`config.mk`:
```
export PLATFORM = sky130hd
export DESIGN_NAME = strobe_seq
export DESIGN_NICKNAME = d
export VERILOG_FILES = /design/src/rtl/strobe_seq_pkg.sv /design/src/rtl/strobe_seq_regs.sv /design/src/rtl/strobe_seq_timer.sv /design/src/rtl/strobe_seq.sv
export SDC_FILE = /design/constraint.sdc
export NUM_CORES = 1
export LEC_CHECK = 0
export ABC_AREA = 0
export ABC_CLOCK_PERIOD_IN_PS = 8850
export BUFFER_PORTS_ARGS = -buffer_cell sky130_fd_sc_hd__buf_2
export CAP_MARGIN = 0
export CORE_UTILIZATION = 60
export CTS_CLUSTER_SIZE = 8
export DETAILED_ROUTE_END_ITERATION = 7
export PLACE_DENSITY_LB_ADDON = 0.3
export SLEW_MARGIN = 10
export SYNTH_ARGS = -nofsm -noshare
export SYNTH_HDL_FRONTEND = slang
export SYNTH_SLANG_ARGS = --single-unit
export TNS_END_PERCENT = 30
```
`constraint.sdc`:
```
create_clock -name clk -period 8.85 [get_ports clk]
set_input_delay 0.4425 -clock clk [delete_from_list [all_inputs] [get_ports clk]]
set_output_delay 0.4425 -clock clk [all_outputs]
set_load 0.005 [all_outputs]
```
`src/rtl/strobe_seq_pkg.sv`:
```
package strobe_seq_pkg;
  localparam int TICK_W = 5;

  typedef logic [TICK_W-1:0] tick_t;

  typedef struct packed {
    tick_t cs_on;
    tick_t cs_rd_off;
    tick_t cs_wr_off;
    tick_t adv_on;
    tick_t adv_rd_off;
    tick_t adv_wr_off;
    tick_t we_on;
    tick_t we_off;
    tick_t oe_on;
    tick_t oe_off;
    tick_t access;
    tick_t rd_len;
    tick_t wr_len;
  } timing_t;

  typedef enum logic [3:0] {
    F_CS_ON      = 4'd0,
    F_CS_RD_OFF  = 4'd1,
    F_CS_WR_OFF  = 4'd2,
    F_ADV_ON     = 4'd3,
    F_ADV_RD_OFF = 4'd4,
    F_ADV_WR_OFF = 4'd5,
    F_WE_ON      = 4'd6,
    F_WE_OFF     = 4'd7,
    F_OE_ON      = 4'd8,
    F_OE_OFF     = 4'd9,
    F_ACCESS     = 4'd10,
    F_RD_LEN     = 4'd11,
    F_WR_LEN     = 4'd12,
    F_BASE       = 4'd13,
    F_SIZE       = 4'd14
  } field_e;
endpackage

```
`src/rtl/strobe_seq_regs.sv`:
```
module strobe_seq_regs
  import strobe_seq_pkg::*;
#(
  parameter int NUM_CS = 4,
  parameter int ADDR_W = 16,
  localparam int SEL_W = $clog2(NUM_CS)
) (
  input  logic              clk,
  input  logic              rst,
  input  logic              cfg_we,
  input  logic [SEL_W-1:0]  cfg_sel,
  input  logic [3:0]        cfg_idx,
  input  logic [ADDR_W-1:0] cfg_wdata,
  input  logic [ADDR_W-1:0] lookup_addr,
  output logic              hit,
  output logic [SEL_W-1:0]  hit_sel,
  output timing_t           hit_tm
);
  timing_t           tm_q   [NUM_CS];
  logic [ADDR_W-1:0] base_q [NUM_CS];
  logic [ADDR_W-1:0] size_q [NUM_CS];
  logic [NUM_CS-1:0] hit_v;
  tick_t             wv;

  assign wv = cfg_wdata[TICK_W-1:0];

  // indexed field write; R2: everything clears on reset
  always_ff @(posedge clk) begin
    if (rst) begin
      for (int i = 0; i < NUM_CS; i++) begin
        tm_q[i]   <= '0;
        base_q[i] <= '0;
        size_q[i] <= '0;
      end
    end else if (cfg_we) begin
      case (cfg_idx)
        F_CS_ON:      tm_q[cfg_sel].cs_on      <= wv;
        F_CS_RD_OFF:  tm_q[cfg_sel].cs_rd_off  <= wv;
        F_CS_WR_OFF:  tm_q[cfg_sel].cs_wr_off  <= wv;
        F_ADV_ON:     tm_q[cfg_sel].adv_on     <= wv;
        F_ADV_RD_OFF: tm_q[cfg_sel].adv_rd_off <= wv;
        F_ADV_WR_OFF: tm_q[cfg_sel].adv_wr_off <= wv;
        F_WE_ON:      tm_q[cfg_sel].we_on      <= wv;
        F_WE_OFF:     tm_q[cfg_sel].we_off     <= wv;
        F_OE_ON:      tm_q[cfg_sel].oe_on      <= wv;
        F_OE_OFF:     tm_q[cfg_sel].oe_off     <= wv;
        F_ACCESS:     tm_q[cfg_sel].access     <= wv;
        F_RD_LEN:     tm_q[cfg_sel].rd_len     <= wv;
        F_WR_LEN:     tm_q[cfg_sel].wr_len     <= wv;
        F_BASE:       base_q[cfg_sel]          <= cfg_wdata;
        F_SIZE:       size_q[cfg_sel]          <= cfg_wdata;
        default: ;
      endcase
    end
  end

  // one window comparator per chip select
  for (genvar g = 0; g < NUM_CS; g++) begin : g_win
    assign hit_v[g] = (size_q[g] != '0) && (lookup_addr >= base_q[g]) &&
                      ((lookup_addr - base_q[g]) < size_q[g]);
  end

  // lowest index wins on overlap
  always_comb begin
    hit_sel = '0;
    for (int i = NUM_CS - 1; i >= 0; i--) begin
      if (hit_v[i]) hit_sel = SEL_W'(i);
    end
  end

  assign hit    = |hit_v;
  assign hit_tm = tm_q[hit_sel];

  a_r2_no_hit_after_reset: assert property (@(posedge clk) disable iff (rst)
    $past(rst) |-> !hit);
endmodule

```
`src/rtl/strobe_seq_timer.sv`:
```
module strobe_seq_timer
  import strobe_seq_pkg::*;
#(
  parameter int NUM_CS = 4,
  parameter int DATA_W = 16
) (
  input  logic              clk,
  input  logic              rst,
  input  logic              start,
  input  logic              start_write,
  input  logic [NUM_CS-1:0] start_sel,
  input  timing_t           start_tm,
  input  logic [DATA_W-1:0] bus_rdata,
  output logic              busy,
  output logic [NUM_CS-1:0] cs,
  output logic              adv,
  output logic              we,
  output logic              oe,
  output logic              done,
  output logic [DATA_W-1:0] rdata
);
  localparam int CMP_W = TICK_W + 1;

  logic              busy_q, wr_q;
  tick_t             cnt_q;
  timing_t           tm_q;
  logic [NUM_CS-1:0] sel_q;

  logic              n_busy, n_wr, last, cap;
  tick_t             n_cnt, len;
  timing_t           n_tm;
  logic [NUM_CS-1:0] n_sel;

  function automatic logic in_win(tick_t t, tick_t on, tick_t off);
    return (t >= on) && (t < off);
  endfunction

  always_comb begin
    len    = wr_q ? tm_q.wr_len : tm_q.rd_len;
    // last tick once t+1 reaches the length (a zero length still gives one tick)
    last   = busy_q && ((CMP_W'(cnt_q) + CMP_W'(1)) >= CMP_W'(len));
    cap    = busy_q && !wr_q && (cnt_q == tm_q.access);
    n_busy = start | (busy_q & ~last);
    n_cnt  = start ? '0 : (busy_q ? cnt_q + tick_t'(1) : cnt_q);
    n_wr   = start ? start_write : wr_q;
    n_tm   = start ? start_tm : tm_q;   // snapshot at acceptance
    n_sel  = start ? start_sel : sel_q;
  end

  always_ff @(posedge clk) begin
    if (rst) begin
      busy_q <= 1'b0;
      wr_q   <= 1'b0;
      cnt_q  <= '0;
      tm_q   <= '0;
      sel_q  <= '0;
      cs     <= '0;
      adv    <= 1'b0;
      we     <= 1'b0;
      oe     <= 1'b0;
      done   <= 1'b0;
      rdata  <= '0;
    end else begin
      busy_q <= n_busy;
      wr_q   <= n_wr;
      cnt_q  <= n_cnt;
      tm_q   <= n_tm;
      sel_q  <= n_sel;
      // strobes registered from the next tick so each appears on its own tick
      cs  <= (n_busy && in_win(n_cnt, n_tm.cs_on,
                               n_wr ? n_tm.cs_wr_off : n_tm.cs_rd_off)) ? n_sel : '0;
      adv <= n_busy && in_win(n_cnt, n_tm.adv_on,
                              n_wr ? n_tm.adv_wr_off : n_tm.adv_rd_off);
      we  <= n_busy &&  n_wr && in_win(n_cnt, n_tm.we_on, n_tm.we_off);
      oe  <= n_busy && !n_wr && in_win(n_cnt, n_tm.oe_on, n_tm.oe_off);
      done <= last;
      if (start)    rdata <= '0;
      else if (cap) rdata <= bus_rdata;
    end
  end

  assign busy = busy_q;

  a_r5_we_write_only: assert property (@(posedge clk) disable iff (rst)
    we |-> wr_q);
  a_r6_oe_read_only: assert property (@(posedge clk) disable iff (rst)
    oe |-> !wr_q);
  a_r8_done_single: assert property (@(posedge clk) disable iff (rst)
    done |=> !done);
  a_r8_done_after_access: assert property (@(posedge clk) disable iff (rst)
    done |-> (!busy_q && $past(busy_q)));
  a_r8_tick_in_range: assert property (@(posedge clk) disable iff (rst)
    (busy_q && cnt_q != '0) |-> (cnt_q < len));
endmodule

```
`src/rtl/strobe_seq.sv`:
```
module strobe_seq
  import strobe_seq_pkg::*;
#(
  parameter int NUM_CS = 4,
  parameter int ADDR_W = 16,
  parameter int DATA_W = 16,
  localparam int SEL_W = $clog2(NUM_CS)
) (
  input  logic              clk,
  input  logic              rst,
  input  logic              cfg_we,
  input  logic [SEL_W-1:0]  cfg_sel,
  input  logic [3:0]        cfg_idx,
  input  logic [ADDR_W-1:0] cfg_wdata,
  input  logic              req_valid,
  output logic              req_ready,
  input  logic              req_write,
  input  logic [ADDR_W-1:0] req_addr,
  input  logic [DATA_W-1:0] req_wdata,
  output logic              rsp_done,
  output logic              rsp_err,
  output logic [DATA_W-1:0] rsp_rdata,
  output logic [NUM_CS-1:0] bus_cs,
  output logic              bus_adv,
  output logic              bus_we,
  output logic              bus_oe,
  output logic [ADDR_W-1:0] bus_addr,
  output logic [DATA_W-1:0] bus_wdata,
  input  logic [DATA_W-1:0] bus_rdata
);
  logic             hit, busy, accept, start;
  logic [SEL_W-1:0] hit_sel;
  timing_t          hit_tm;

  strobe_seq_regs #(.NUM_CS(NUM_CS), .ADDR_W(ADDR_W)) u_regs (
    .clk(clk), .rst(rst), .cfg_we(cfg_we), .cfg_sel(cfg_sel),
    .cfg_idx(cfg_idx), .cfg_wdata(cfg_wdata), .lookup_addr(req_addr),
    .hit(hit), .hit_sel(hit_sel), .hit_tm(hit_tm)
  );

  assign req_ready = !busy;
  assign accept    = req_valid && req_ready;
  assign start     = accept && hit;

  strobe_seq_timer #(.NUM_CS(NUM_CS), .DATA_W(DATA_W)) u_timer (
    .clk(clk), .rst(rst), .start(start), .start_write(req_write),
    .start_sel(NUM_CS'(1) << hit_sel), .start_tm(hit_tm),
    .bus_rdata(bus_rdata), .busy(busy), .cs(bus_cs), .adv(bus_adv),
    .we(bus_we), .oe(bus_oe), .done(rsp_done), .rdata(rsp_rdata)
  );

  always_ff @(posedge clk) begin
    if (rst) begin
      rsp_err   <= 1'b0;
      bus_addr  <= '0;
      bus_wdata <= '0;
    end else begin
      rsp_err <= accept && !hit;
      if (start) begin
        bus_addr  <= req_addr;
        bus_wdata <= req_write ? req_wdata : '0;
      end
    end
  end

  a_r3_cs_onehot: assert property (@(posedge clk) disable iff (rst)
    $onehot0(bus_cs));
  a_r10_miss_stays_idle: assert property (@(posedge clk) disable iff (rst)
    rsp_err |-> (req_ready && bus_cs == '0 && !bus_adv && !bus_we && !bus_oe));
endmodule

```
# Yosys cells after proc, flatten, opt, wreduce, memory -nomap -nowiden
# Memories as Yosys holds them, arrays and structs flattened.
# Cells that the tools add are included.
word_totals:
  register_bits: 133
  latchBits: 0
  ramBits: 388
  mem_bits_ro: 0
  in_bits: 75
  output_inout_bits: 58
  word_cells: 195
  n_memories: 3
memory_table:
  columns: ["memory", "words", "word_bits", "read_ports", "rd_ports_with_merged_regs", "write_ports", "line_no", "text"]
  rows:
  - ["u_regs.tm_q", 4, 65, 1, 0, 4, "strobe_seq_regs.sv:19", "timing_t tm_q [NUM_CS];"]
  - ["u_regs.base_q", 4, 16, 4, 0, 4, "strobe_seq_regs.sv:20", "logic [ADDR_W-1:0] base_q [NUM_CS];"]
  - ["u_regs.size_q", 4, 16, 4, 0, 4, "strobe_seq_regs.sv:21", "logic [ADDR_W-1:0] size_q [NUM_CS];"]
op_classes:
  n_addsub: 6
  n_mul: 0
  div: 0
  magnitude_cmp: 17
  n_eq_ne: 15
  n_shift: 1
  n_mux: 84
  n_bitwise: 4
  reduce_logical: 39
op_table:
  columns: ["op", "count"]
  rows:
  - ["$mux 65", 2]
  - ["$mux 1", 65]
  - ["$reduce_or 65->1", 1]
  - ["$ge 16x16->1", 4]
  - ["$lt 16x16->1", 4]
  - ["$reduce_bool 16->1", 4]
  - ["$sub 16x16->16", 4]
  - ["$mux 16", 3]
  - ["$reduce_or 16->1", 2]
  - ["$eq 4x4->1 const B", 7]
  - ["$mux 5", 5]
  - ["$logic_and 1x1->1", 24]
  - ["$ge 5x5->1", 4]
  - ["$lt 5x5->1", 4]
  - ["$eq 4x3->1 const B", 4]
  - ["$mux 2", 7]
  - ["$mux 13", 1]
  - ["$eq 4x2->1 const B", 2]
  - ["$add 5x1->6 const B", 1]
  - ["$ge 6x5->1", 1]
  - ["$add 5x1->5 const B", 1]
  - ["$eq 5x5->1", 1]
  - ["$eq 4x1->1 const B", 1]
  - ["$logic_not 1->1", 4]
  - ["8 further kinds", 10]

# Depth between registers and ports, before layout
# An unclocked memory read counts as a cell.
depth:
  word_depth: 16
  mapped_depth: 37

# Hierarchy
# Synthesis repeated with hierarchy kept, for this count alone.
unflattened:
  cells_unflattened: 2681
  area_unflattened_um2: 28412.2
modules_own_cells:
  columns: ["mod", "instances", "cells_per_inst", "area_per_inst_um2", "seq_area_each_um2"]
  rows:
  - ["strobe_seq_regs", 1, 2045, 21991.1, 11651.2]
  - ["strobe_seq_timer", 1, 487, 4868.4, 2001.9]
  - ["strobe_seq", 1, 149, 1552.7, 660.6]

# Worst setup path after synthesis
# OpenSTA, ideal clock, no wires.
synth_path:
  path_kind: "input-to-reg"
  startpoint: "in req_addr[0]"
  endpoint: "reg u_timer.cs[1]"
  t_arrival_ns: 6.479
  required_time_ns: 8.784
  path_slack_ns: 2.306
  path_stages: 30
  path_cell_list: "inv_1 ha_1 fa_1 nor2b_1 o21ai_1 a21boi_0 o21ai_0 a21o_1 a21boi_0 o21bai_1 a21oi_1 nor4_1 a311o_1 ha_1 a21o_1 a21oi_1 o211ai_1 or3_1 a211oi_2 clkbuf_1 nand2_1 and3_1 o32a_1 ha_1 a21o_1 a21o_1 a2111oi_0 o21ai_0 a311o_1 nor2_1"
synth_via:
  elab_chain_len: 15
synth_rtl:
  columns: ["item", "line_no", "text"]
  rows:
  - ["start: declaration", "strobe_seq.sv:18", "input logic [ADDR_W-1:0] req_addr,"]
  - ["$sub 16x16->16 / $ge 16x16->1 (equally long branches)", "strobe_seq_regs.sv:60, strobe_seq_regs.sv:59", null]
  - ["$lt 16x16->1 / $logic_and 1x1->1 (equally long branches)", "strobe_seq_regs.sv:60, strobe_seq_regs.sv:59", null]
  - ["$logic_and 1x1->1", "strobe_seq_regs.sv:59", "assign hit_v[g] = (size_q[g] != '0) && (lookup_addr >= base_q[g]) &&"]
  - ["$mux 2 (4 in series)", "strobe_seq_regs.sv:67", "if (hit_v[i]) hit_sel = SEL_W'(i);"]
  - ["$mem_v2 4x65", null, null]
  - ["$mux 65", "strobe_seq_timer.sv:46", "n_tm = start ? start_tm : tm_q;"]
  - ["$mux 5", "strobe_seq_timer.sv:71", "n_wr ? n_tm.cs_wr_off : n_tm.cs_rd_off)) ? n_sel : '0;"]
  - ["$lt 5x5->1", "strobe_seq_timer.sv:35", "return (t >= on) && (t < off);"]
  - ["$logic_and 1x1->1", "strobe_seq_timer.sv:35", null]
  - ["$logic_and 1x1->1", "strobe_seq_timer.sv:70", "cs <= (n_busy && in_win(n_cnt, n_tm.cs_on,"]
  - ["$not 1->1 (no source line)", null, null]
  - ["$reduce_or 2->1 (no source line)", null, null]
  - ["end signal: assignment", "strobe_seq_timer.sv:70", null]
  - ["end: declaration", "strobe_seq_timer.sv:15", "output logic [NUM_CS-1:0] cs,"]
# Several ways; a longest one is shown, not always the timed one.
# A chain may end at the register's enable or synchronous reset.

==> summary.txt <==
Yosys
  – Cell taking the most area after synthesis: edfxtp_1
  – FFs w/ async S/R, synth: 0%
  – Part of the Yosys area used for sequential elements: 54.2%
  – Dominant synthesized flop cell: edfxtp_1
  – Number of enable flip-flop cells after synthesis: 388
  – YS warnings: 0
  – Synth cell types: 78
  – Synthesized Nets: 2,749
  – Syn Inst Count: 2,504
  – Syn Std Cell Area: 26,400 sq um
  – Ranking of synthesized cells by area: edfxtp_1, dfxtp_1, ha_1, nor2_1, and2_1
  – Share of the synthesized area in the top cell type: 44.2%
  – Synth Area per Inst: 10.5 sq um
  – Yosys reg bits: 521

Routing
  – DR vias/cell: 6.15
  – 1st-iter DRT viols: 2,282
  – Routed WL: 71.6 mm
  – Post-DRT Antenna Nets: 0
  – Routed WL per cell: 22.0 microns
  – First drt pass iteration count: 8
  – Via count: 20,000
  – # DRC: 4

Cells and area
  – Area delta synth->final: 12.7%
  – Share of layout cells above drive strength 1: 12.1%
  – Fillers: 3,174
  – NumNets Final: 2,863

Setup path
  – Critical path arrival: 8.37 ns
  – Max FO, Critical Path: 35
  – CP required: 9.39 ns
  – Slowest cell on crit path: a211oi_2
  – Worst R2R Start: u_regs.base_q[0][1]
  – Cell mode on critical path: o21ai_0
  – Worst Setup Start Kind: register
  – R2R Path End: u_timer.cs[3]
  – R2R cell count: 31
  – Worst setup EP type: register
  – CP Class: reg2reg
  – CP peak stage delay: 0.65 ns
  – Reg2Reg Setup Slack: 1.02 ns

Timing
  – Tightest Pin Transition: 1.29 ns
  – Setup TNS: 0 ns
  – Crit path time final: 7.83 ns
  – Setup Viol. Count Final: 0
  – Worst clock skew: 0.0218 ns
  – FMAX: 128 MHz
  – Fin. Hold Viols: 0
  – Period utilization: 88.5%
  – Max-slew headroom at the worst pin: 13.1%
  – RSZ-0062 raised after global routing: no
  – Max-slew violation count: 0

GRT
  – First-pass GRT wire length: 109 mm
  – Gr usage total: 32.4%
  – Congestion Overflow GR: 0
  – Vias in the first global route: 19,200
  – Initial antenna violation count: 7
  – Largest net degree at the start of global routing: 83

Place
  – Final HPWL DP: 48.9 mm
  – Port Buffers: 132
  – GP Congestion: 0.974

Floorplanning
  – Die span in x: 212 microns
  – # IOs: 133
  – Core footprint: 43,300 sq um
  – Die Area: 44,800 sq um
  – Die Span Y: 212 microns
  – Initial Util: 61.0%
  – Num rows: 76

Hold path
  – Hold Crit Start: bus_rdata[13]
  – Min-Delay Path Class: in2reg
  – Hold path cells: 3
  – WHS Endpoint: u_timer.rdata[13]

Status
  – Status: finished with violations
  – Failing checks: DRC

CTS
  – Post-CTS setup buffer count: 0
  – CTS tree: built
  – Clock latency on the worst-skew pair: 0.61 ns
  – CTS resizes: 0
  – Hold_buf cts: 0
  – Total clock sinks: 521
  – Root Driver: clkbuf_16
  – Clock Pin Slew Worst Setup and Hold Paths: 0.05 ns
  – Num CTS Buffers: 75
  – CTS H-tree depth: 3
  – CTS Buffer Depth: 3

Pwr
  – VDD IR max: 0.000143 V
  – Design Power: 7.06 mW
  – Leakage power figure: 11.9 nW
  – Power per cell area: 238 nW/um^2

Run
  – MaxCap Viol Count: 0
## layout by cell type, fill, tap and decap left out, types with 23 or more instances in the layout
| master | n |
|---|---|
| edfxtp_1 | 388 |
| nor2_1 | 340 |
| nand2_1 | 195 |
| and2_1 | 182 |
| ha_1 | 166 |
| inv_1 | 157 |
| dfxtp_1 | 133 |
| buf_2 | 131 |
| a21oi_1 | 126 |
| clkbuf_16 | 76 |
| nand2b_1 | 53 |
| o21ai_0 | 51 |
| clkbuf_1 | 46 |
| a21o_1 | 44 |
| nand3_1 | 39 |
| nor3_1 | 38 |
| a222oi_1 | 38 |
| xnor2_1 | 31 |
| a31o_2 | 28 |
| buf_4 | 28 |
| xor2_1 | 25 |
| nor2b_1 | 25 |
| nand4_1 | 23 |
| or2_2 | 23 |
## per-layer routing
layer / share of wire, % / global-route usage (%) / vias up
met5: 0.018 / 0 / -
met3: 11 / 7.60 / 164
met1: 41 / 45.0 / 9599
met2: 44 / 49.6 / 1104
met4: 3.0 / 11.9 / 2
li1: - / - / 9177
## critical path, delay by kind of cell, from the launching register on
kind | cells | cell delay [ns]
flops | 1 | 0.35
buf+inv | 2 | 0.52
compound gates | 18 | 4.50
fa+ha+maj | 3 | 0.68
simple gates | 8 | 1.70
## kinds of logic (layout without fill, tap and decap cells)
logic type	after synthesis	count (layout)	share of synthesized area, %
adder cells (fa/ha/maj)	170	170	8.17
AND/OR/NAND/NOR	987	987	18.0
buffers and inverters	281	447	4.18
AO/OA/AOI/OAI	466	466	12.7
other	0	2	0
XOR/XNOR	56	56	1.86
flip-flops	521	521	54.2
multiplexers	23	23	0.882
## synthesized netlist by cell type (4+ instances only)
library cell,count
nor2_1,343
a21boi_0,21
buf_2,24
nor4_1,22
a221o_1,4
and4_1,4
a31oi_1,8
o21ai_1,15
a211oi_1,10
dfxtp_1,133
nand3_1,39
buf_1,5
nand2_1,200
o41ai_2,4
edfxtp_1,388
xnor2_1,31
o21ai_0,51
ha_1,166
o21a_1,10
clkbuf_1,89
a21oi_1,126
mux2i_1,21
o21bai_1,4
a41o_1,4
nand2b_1,54
or2_2,23
fa_1,4
and2_1,182
o22ai_1,5
xor2_1,25
and3_1,22
o32a_1,8
o211ai_1,4
nand4_1,23
nor3_1,38
inv_1,157
a22oi_1,22
nor2b_1,25
buf_4,5
a222oi_1,38
a31o_2,28
a311oi_1,18
a21o_1,44
## registers in the layout, indices dropped and copies added (netlist names), 4 cells and up
register	count
u_regs.size_q	64
u_regs.base_q	64
u_timer.rdata	16
u_timer.tm_q	65
u_timer.cnt_q	5
bus_wdata	16
u_timer.sel_q	4
bus_addr	16
u_regs.tm_q	260
u_timer.cs	4
## worst max path at each step
stage | end | from | cells after the start | slack [ns]
6_report | u_timer.cs[3] | u_regs.base_q[0][1] | 31 | 1.02
5_1_grt | u_timer.cs[1] | u_regs.base_q[0][1] | 31 | 0.41
4_1_cts | u_timer.cs[1] | u_regs.base_q[0][1] | 31 | 1.15
3_5_place_dp | u_timer.cs[3] | req_addr[1] | 31 | 0.91
3_3_place_gp | u_timer.cs[1] | req_addr[1] | 31 | 1.08
2_1_floorplan | u_timer.cs[1] | req_addr[0] | 30 | 2.31
## stage by stage
stage | util, % | instances | hold WS (ns) | instance area [sq um] | setup WS, ns
6_report | 68.7 | 3257 | 0.0804 | 29700 | 1.02
5_1_grt | 68.7 | 3256 | 0.0908 | 29700 | 0.409
4_1_cts | 68.7 | 3254 | 0.0643 | 29700 | 1.15
3_5_place_dp | 63.6 | 3125 | 0.445 | 27500 | 0.907
3_3_place_gp | 63.6 | 3125 | 0.435 | 27500 | 1.08
2_1_floorplan | - | 2504 | 0.433 | 26400 | 2.31
## where the power goes
part           total, mW  internal (mW)  leakage, nW  switching (mW)
clock network       2.67           1.60         1.04            1.06
registers           2.93           2.84         4.77          0.0890
logic               1.47          0.541         6.11           0.933
## area by class of cell
| class | instances | area [sq um] | area share [%] |
|---|---|---|---|
| sequential | 521 | 14300 | 48.1 |
| multi-input combinational | 1702 | 11000 | 37.1 |
| antenna | 2 | 5.00 | 0.0168 |
| clock inverter | 7 | 121 | 0.408 |
| inverter | 158 | 593 | 1.99 |
| timing repair buffer | 160 | 877 | 2.95 |
| clock buffer | 122 | 2070 | 6.98 |
| tap | 585 | 732 | 2.46 |
(Power assumes the default switching activity.)
